--- src/rtl/pad_ctl_unit.sv ---
module pad_ctl_unit #(
  parameter int NPINS   = 6,
  parameter int OO_PIN  = 5,
  parameter int DBG_PIN = 4
) (
  input  logic             clk,
  input  logic             rst_n,
  input  logic [1:0]       reg_addr,
  input  logic             reg_wr,
  input  logic [7:0]       reg_wdata,
  output logic [7:0]       reg_rdata,
  input  logic [NPINS-1:0] gpio_dir,
  input  logic [NPINS-1:0] periph_oe,
  input  logic [NPINS-1:0] analog_own,
  input  logic [NPINS-1:0] rise_det,
  output logic [NPINS-1:0] pull_en_o,
  output logic [NPINS-1:0] pull_down_o,
  output logic [NPINS-1:0] drive_high_o,
  output logic [NPINS-1:0] slew_limit_o,
  output logic             dbg_owns_o
);
  localparam logic [NPINS-1:0] OO_MASK = NPINS'(1) << OO_PIN;
  localparam logic [NPINS-1:0] DBG_MASK = NPINS'(1) << DBG_PIN;

  logic [NPINS-1:0] pull_q, drive_q, slew_q;
  logic             oo_en_q, dbg_q;
  logic [NPINS-1:0] is_out, wbits;

  assign wbits = reg_wdata[NPINS-1:0];

  always_ff @(posedge clk or negedge rst_n) begin
    if (!rst_n) begin
      pull_q  <= '0;
      drive_q <= '0;
      slew_q  <= '1;
      oo_en_q <= 1'b0;
      dbg_q   <= 1'b1;
    end else if (reg_wr) begin
      case (reg_addr)
        2'd0: pull_q  <= wbits & ~OO_MASK;
        2'd1: drive_q <= wbits;
        2'd2: slew_q  <= wbits;
        default: begin
          oo_en_q <= reg_wdata[0];
          dbg_q   <= reg_wdata[1];
        end
      endcase
    end
  end

  always_comb begin
    case (reg_addr)
      2'd0:    reg_rdata = 8'(pull_q);
      2'd1:    reg_rdata = 8'(drive_q);
      2'd2:    reg_rdata = 8'(slew_q);
      default: reg_rdata = {6'd0, dbg_q, oo_en_q};
    endcase
  end

  assign is_out       = ((gpio_dir | periph_oe) & ~OO_MASK) | (oo_en_q ? OO_MASK : '0);
  assign pull_en_o    = pull_q & ~is_out & ~(analog_own & ~OO_MASK);
  assign pull_down_o  = pull_en_o & rise_det;
  assign drive_high_o = drive_q & is_out;
  assign slew_limit_o = slew_q & is_out;
  assign dbg_owns_o   = dbg_q;

  logic unused_ok;
  assign unused_ok = ^{reg_wdata[7:NPINS], DBG_MASK};
endmodule

--- config.mk ---
export PLATFORM = sky130hd
export DESIGN_NAME = pad_ctl_unit
export DESIGN_NICKNAME = d
export VERILOG_FILES = /design/src/rtl/pad_ctl_unit.sv
export SDC_FILE = /design/constraint.sdc
export NUM_CORES = 1
export LEC_CHECK = 0
export BUFFER_PORTS_ARGS = -buffer_cell sky130_fd_sc_hd__buf_2
export CORE_MARGIN = 2
export CORE_UTILIZATION = 45
export CTS_CLUSTER_DIAMETER = 120
export DETAILED_ROUTE_END_ITERATION = 16
export PLACE_DENSITY = 0.92
export SYNTH_ARGS = -nofsm -noshare
export SYNTH_HDL_FRONTEND = slang
export SYNTH_SLANG_ARGS = --single-unit
--- constraint.sdc ---
create_clock -name clk -period 2.67 [get_ports clk]
set_input_delay 0.267 -clock clk [delete_from_list [all_inputs] [get_ports clk]]
set_output_delay 0.267 -clock clk [all_outputs]
set_load 0.05 [all_outputs]
======== Yosys cells after proc, flatten, opt, wreduce, memory -nomap -nowiden ========
Cells that the tools add are included.
storage, ports and cells
  RAM bits ................................ 0
  memory bits (read-only) ................. 0
  word-level logic and storage cells ...... 25
  input port bits ......................... 37
  flip-flop bits (word level) ............. 19
  memories ................................ 0
  output and inout bits ................... 33
  latch bits .............................. 0
operators by class
  shift-type cells ........................ 0
  reduce and logical (&&, ||, !) cells .... 6
  $lt $le $gt $ge ......................... 0
  equal/unequal tests ..................... 2
  divide/modulo/power cells ............... 0
  bitwise logic cells ..................... 10
  $mul .................................... 0
  add/subtract/negate cells ............... 0
  multiplexer cells ....................... 2
operators with widths
  cell                  count
  $and A6 B6 Y6         4
  $pmux W6 S3           1
  $reduce_and A2 Y1     4
  $and A5 B6 Y6         1
  $mux W6               1
  $not A5 Y6            1
  $not A6 Y6            1
  $or A5 B6 Y6          1
  $or A5 B5 Y5          1
  $reduce_or A3 Y1      1
  $eq A2 B1 Y1 const B  1
  $eq A2 B2 Y1 const B  1
  $logic_not A2 Y1      1
  $not A1 Y1            1

======== Logic depth before layout (Yosys ltp) ========
  word-level depth ........................ 6
  mapped depth ............................ 3
  gate-level depth less buffers ........... 2

======== Least setup slack after synthesis ========
OpenSTA, ideal clock, no wires.
  kind .................................... register to output
  start ................................... register pull_q[2]
  end ..................................... output port pull_down_o[2]
  path buffers ............................ 0
  data required time ...................... 2,403 ps
  cell stages (with the launch flop) ...... 3
  path slack .............................. -197 ps
  arrival ................................. 2,600 ps
  path through ............................ dfrtp_1 -> nor4b_1 -> and2_1
on the way
  cells in the longest elaborated chain, start to end .. 3
ends and longest elaborated chain
  element                   RTL line  RTL
  start: declaration        25        logic [NPINS-1:0] pull_q, drive_q, slew_q;
  start signal: assignment  40        2'd0: pull_q <= wbits & ~OO_MASK;
  $and A5 B6 Y6             61        assign pull_en_o = pull_q & ~is_out & ~(analog_own & ~OO_MASK);
  $and A6 B6 Y6             61
  named net pull_en_o[2]    16        output logic [NPINS-1:0] pull_en_o,
  $and A6 B6 Y6             62        assign pull_down_o = pull_en_o & rise_det;
  end: declaration          17        output logic [NPINS-1:0] pull_down_o,
The timed path passes the listed nets, and every way through them passes these cells.

======== Final worst setup path ========
  start ................................... register oo_en_q
  end ..................................... output port reg_rdata[0]
on the way
  cells in the longest elaborated chain, start to end .. 1
ends and longest elaborated chain
  element                   RTL line  RTL
  start: declaration        26        logic oo_en_q, dbg_q;
  start signal: assignment  44        oo_en_q <= reg_wdata[0];
  $pmux W6 S3               52        case (reg_addr)
  end: declaration          11        output logic [7:0] reg_rdata,
No other way between the ends.

==> run_results.csv <==
group,metric,value,unit
clock_network,clk_pin_slew,100,ps
finish,drive_above_1_share,0.685,
finish,fin_nets,181,
timing,final-hold-violation-count,0,
clock_network,cts_setup_buffers,0,
worst_setup_path,crit_chain,"mux4_2, buf_2",
synthesis,synth_area,1090,um2
worst_setup_path,start_kind,"flip-flop",
die,die_x,53.2,um
timing,setup_tns,0,ps
grt,grt_first_pass_wirelength,3720,um
power_and_ir_drop,ir_drop,0.000473,V
clock_network,cts_tree,"yes",
timing,fmax,605,MHz
worst_setup_path,reg2reg_to,"drive_q[3]",
grt,antenna_found_initial,0,
drt,wirelength,2500,um
placed_design,routabilityCongestion,0.666,
timing,skew,0,ps
placed_design,dpl-instance-area,1420,um2
synthesis,synth_area_leaders,"dfrtp_1, mux2_2, dfstp_2",
synthesis,synth_cell_types,17,
grt,grt_max_degree,20,
worst_setup_path,cp_max_fo,4,
drt,antenna_left,0,
die,die_area,2830,um2
worst_setup_path,r2r_slack,1860,ps
power_and_ir_drop,p_leak,0.716,nW
synthesis,postSynthCellCount,82,
worst_setup_path,required,2400,ps
synthesis,yosys_warnings,0,
power_and_ir_drop,powerDensity,676,nW/um2
synthesis,synth_top_area_share,0.275,
synthesis,ys_seq_area_frac,0.444,
worst_setup_path,end_kind,"output port",
clock_network,cts_sinks,19,
finish,layout_commonest_cell,"buf_2",
min_path,min_to,"slew_q[5]",
worst_setup_path,slowest_delay,460,ps
finish,syn_to_final_growth,33.6,%
finish,fin_area,1460,um2
worst_setup_path,critPathKind,"flip-flop to output port",
finish,diodes,0,
synthesis,synth_fa_ha_area_frac,0,
flow_run,drv_cap,0,
min_path,hold_path_depth,2,
synthesis,synth-compound-area-share,0.101,
synthesis,syn_avg_cell_area,13.3,um2
clock_network,cts_root_buffer,"clkbuf_4",
clock_network,cts.path.max_buffers,2,
clock_network,clkLatencyLatePin,290,ps
min_path,hold_path_class,"primary input to flip-flop",
drt,avgViaCountPerCell,5.27,
timing,rsz0062_at_grt,"no",
outcome,status,"finished clean",
synthesis,ys_seq_elements,19,
die,num_rows,17,
timing,fin_crit_sh,0.619,
timing,layout_min_cycle_time,1650,ps
synthesis,synthXorXnorAreaFrac,0,
die,io_pins,70,
grt,grt_pass1_vias,837,
drt,vias,901,
timing,holdWs,222,ps
placed_design,hpwl,1990,um
clock_network,cts_buffers,3,
timing,slew_viol_final,0,
synthesis,synthSimpleGateAreaFrac,0.148,
placed_design,numPortBuffers,59,
min_path,worstHoldStart,"reg_wdata[5]",
grt,grt_usage,0.187,
die,die_height,53.2,um
synthesis,synth_top_area_cell,"dfrtp_1",
synthesis,synth_mux_area_frac,0.265,
worst_setup_path,r2r-start,"drive_q[3]",
finish,final_util,0.647,
synthesis,synth_top_family_by_area,"multiplexers",
grt,gr-total-overflow,0,
worst_setup_path,cp_slowest_cell,"mux4_2",
drt,firstDrtPassIters,3,
drt,drc_errors,0,
finish,most-common-layout-cells,"buf_2, mux2_2, dfrtp_1",
clock_network,h-tree-depth,1,
worst_setup_path,cp.arrival,1390,ps
worst_setup_path,reg2regPathDepth,1,
die,core_area,2250,um2
drt,routedWlPerCell,14.6,um
die,start_util,0.484,
drt,drt_iter0_markers,3,
timing,setup_violations,0,
[cell type report]
cell class	count	area (um2)
Fill cell	199	797
Multi-Input combinational cell	60	607
Sequential cell	19	484
Timing Repair Buffer	60	305
Tap cell	28	35.0
Clock buffer	4	26.3
[cell usage after synthesis]
cell,n
mux2_2,19
buf_4,5
nor2b_1,1
nand2_1,1
mux4_2,2
mux2i_1,3
nand3_1,1
o21a_1,10
and2_1,7
dfrtp_1,12
nand3b_4,2
buf_2,1
nor3b_4,1
dfstp_2,7
o2bb2ai_1,4
conb_1,1
nor4b_1,5
[per-layer routing]
layer  part of all wire  GRT usage  up-vias  routed length (um)
met5                  0          0        -                   0
met4             0.0076     0.0726        0                  19
met3              0.081     0.0282        4                 203
met2               0.51      0.333       47                1280
met1               0.40      0.222      427                 991
li1                   -          -      423                   -
[power breakdown]
part           switching (mW)  leakage (nW)  internal (mW)
logic                   0.298         0.486          0.146
clock network          0.0832        0.0150         0.0581
registers              0.0423         0.216          0.357
[how the worst max path moves through the flow]
stage | end | from | cells past startpoint | slack (ps)
after CTS | reg_rdata[0] | oo_en_q | 2 | 1000
after global placement | reg_rdata[5] | reg_addr[1] | 4 | 1090
final | reg_rdata[0] | oo_en_q | 2 | 1020
after floorplan | pull_down_o[2] | pull_q[2] | 2 | 580
after detailed placement | reg_rdata[1] | reg_addr[0] | 3 | 1060
after global routing | reg_rdata[1] | drive_q[1] | 2 | 960
[cells by family (layout without fill, tap and decap cells)]
kind of cell,after synthesis,in the layout
AOI/OAI and AO/OA,14,14
buffers and inverters,6,64
DFF,19,19
muxes,24,24
other,1,4
and+or+nand+nor,18,18
[per-stage QoR]
step | worst slack [ps] | std cells | power (mW)
2_1_floorplan | 581 | 85 | 0.738
3_3_place_gp | 1090 | 166 | 0.834
3_5_place_dp | 1060 | 166 | 0.851
4_1_cts | 998 | 171 | 0.996
5_1_grt | 962 | 171 | 1.04
6_report | 1020 | 171 | 0.985
[state kept, by name (all words and copies together) (netlist names)]
name,flops
oo_en_q,1
dbg_owns_o,1
drive_q,6
slew_q,6
pull_q,5
[worst max-delay path, delay by kind of cell, from the launching register on]
family / cells / cell delay, ps
multiplexers: 1 / 460
flip-flops: 1 / 420
buffers and inverters: 1 / 220
[repair_timing]
action                    in CTS  in global routing
resized for setup              0                  0
hold buffers                   1                  0
hold endpoints to repair      12                  0
No activity file was read; power rests on OpenSTA's default activity.
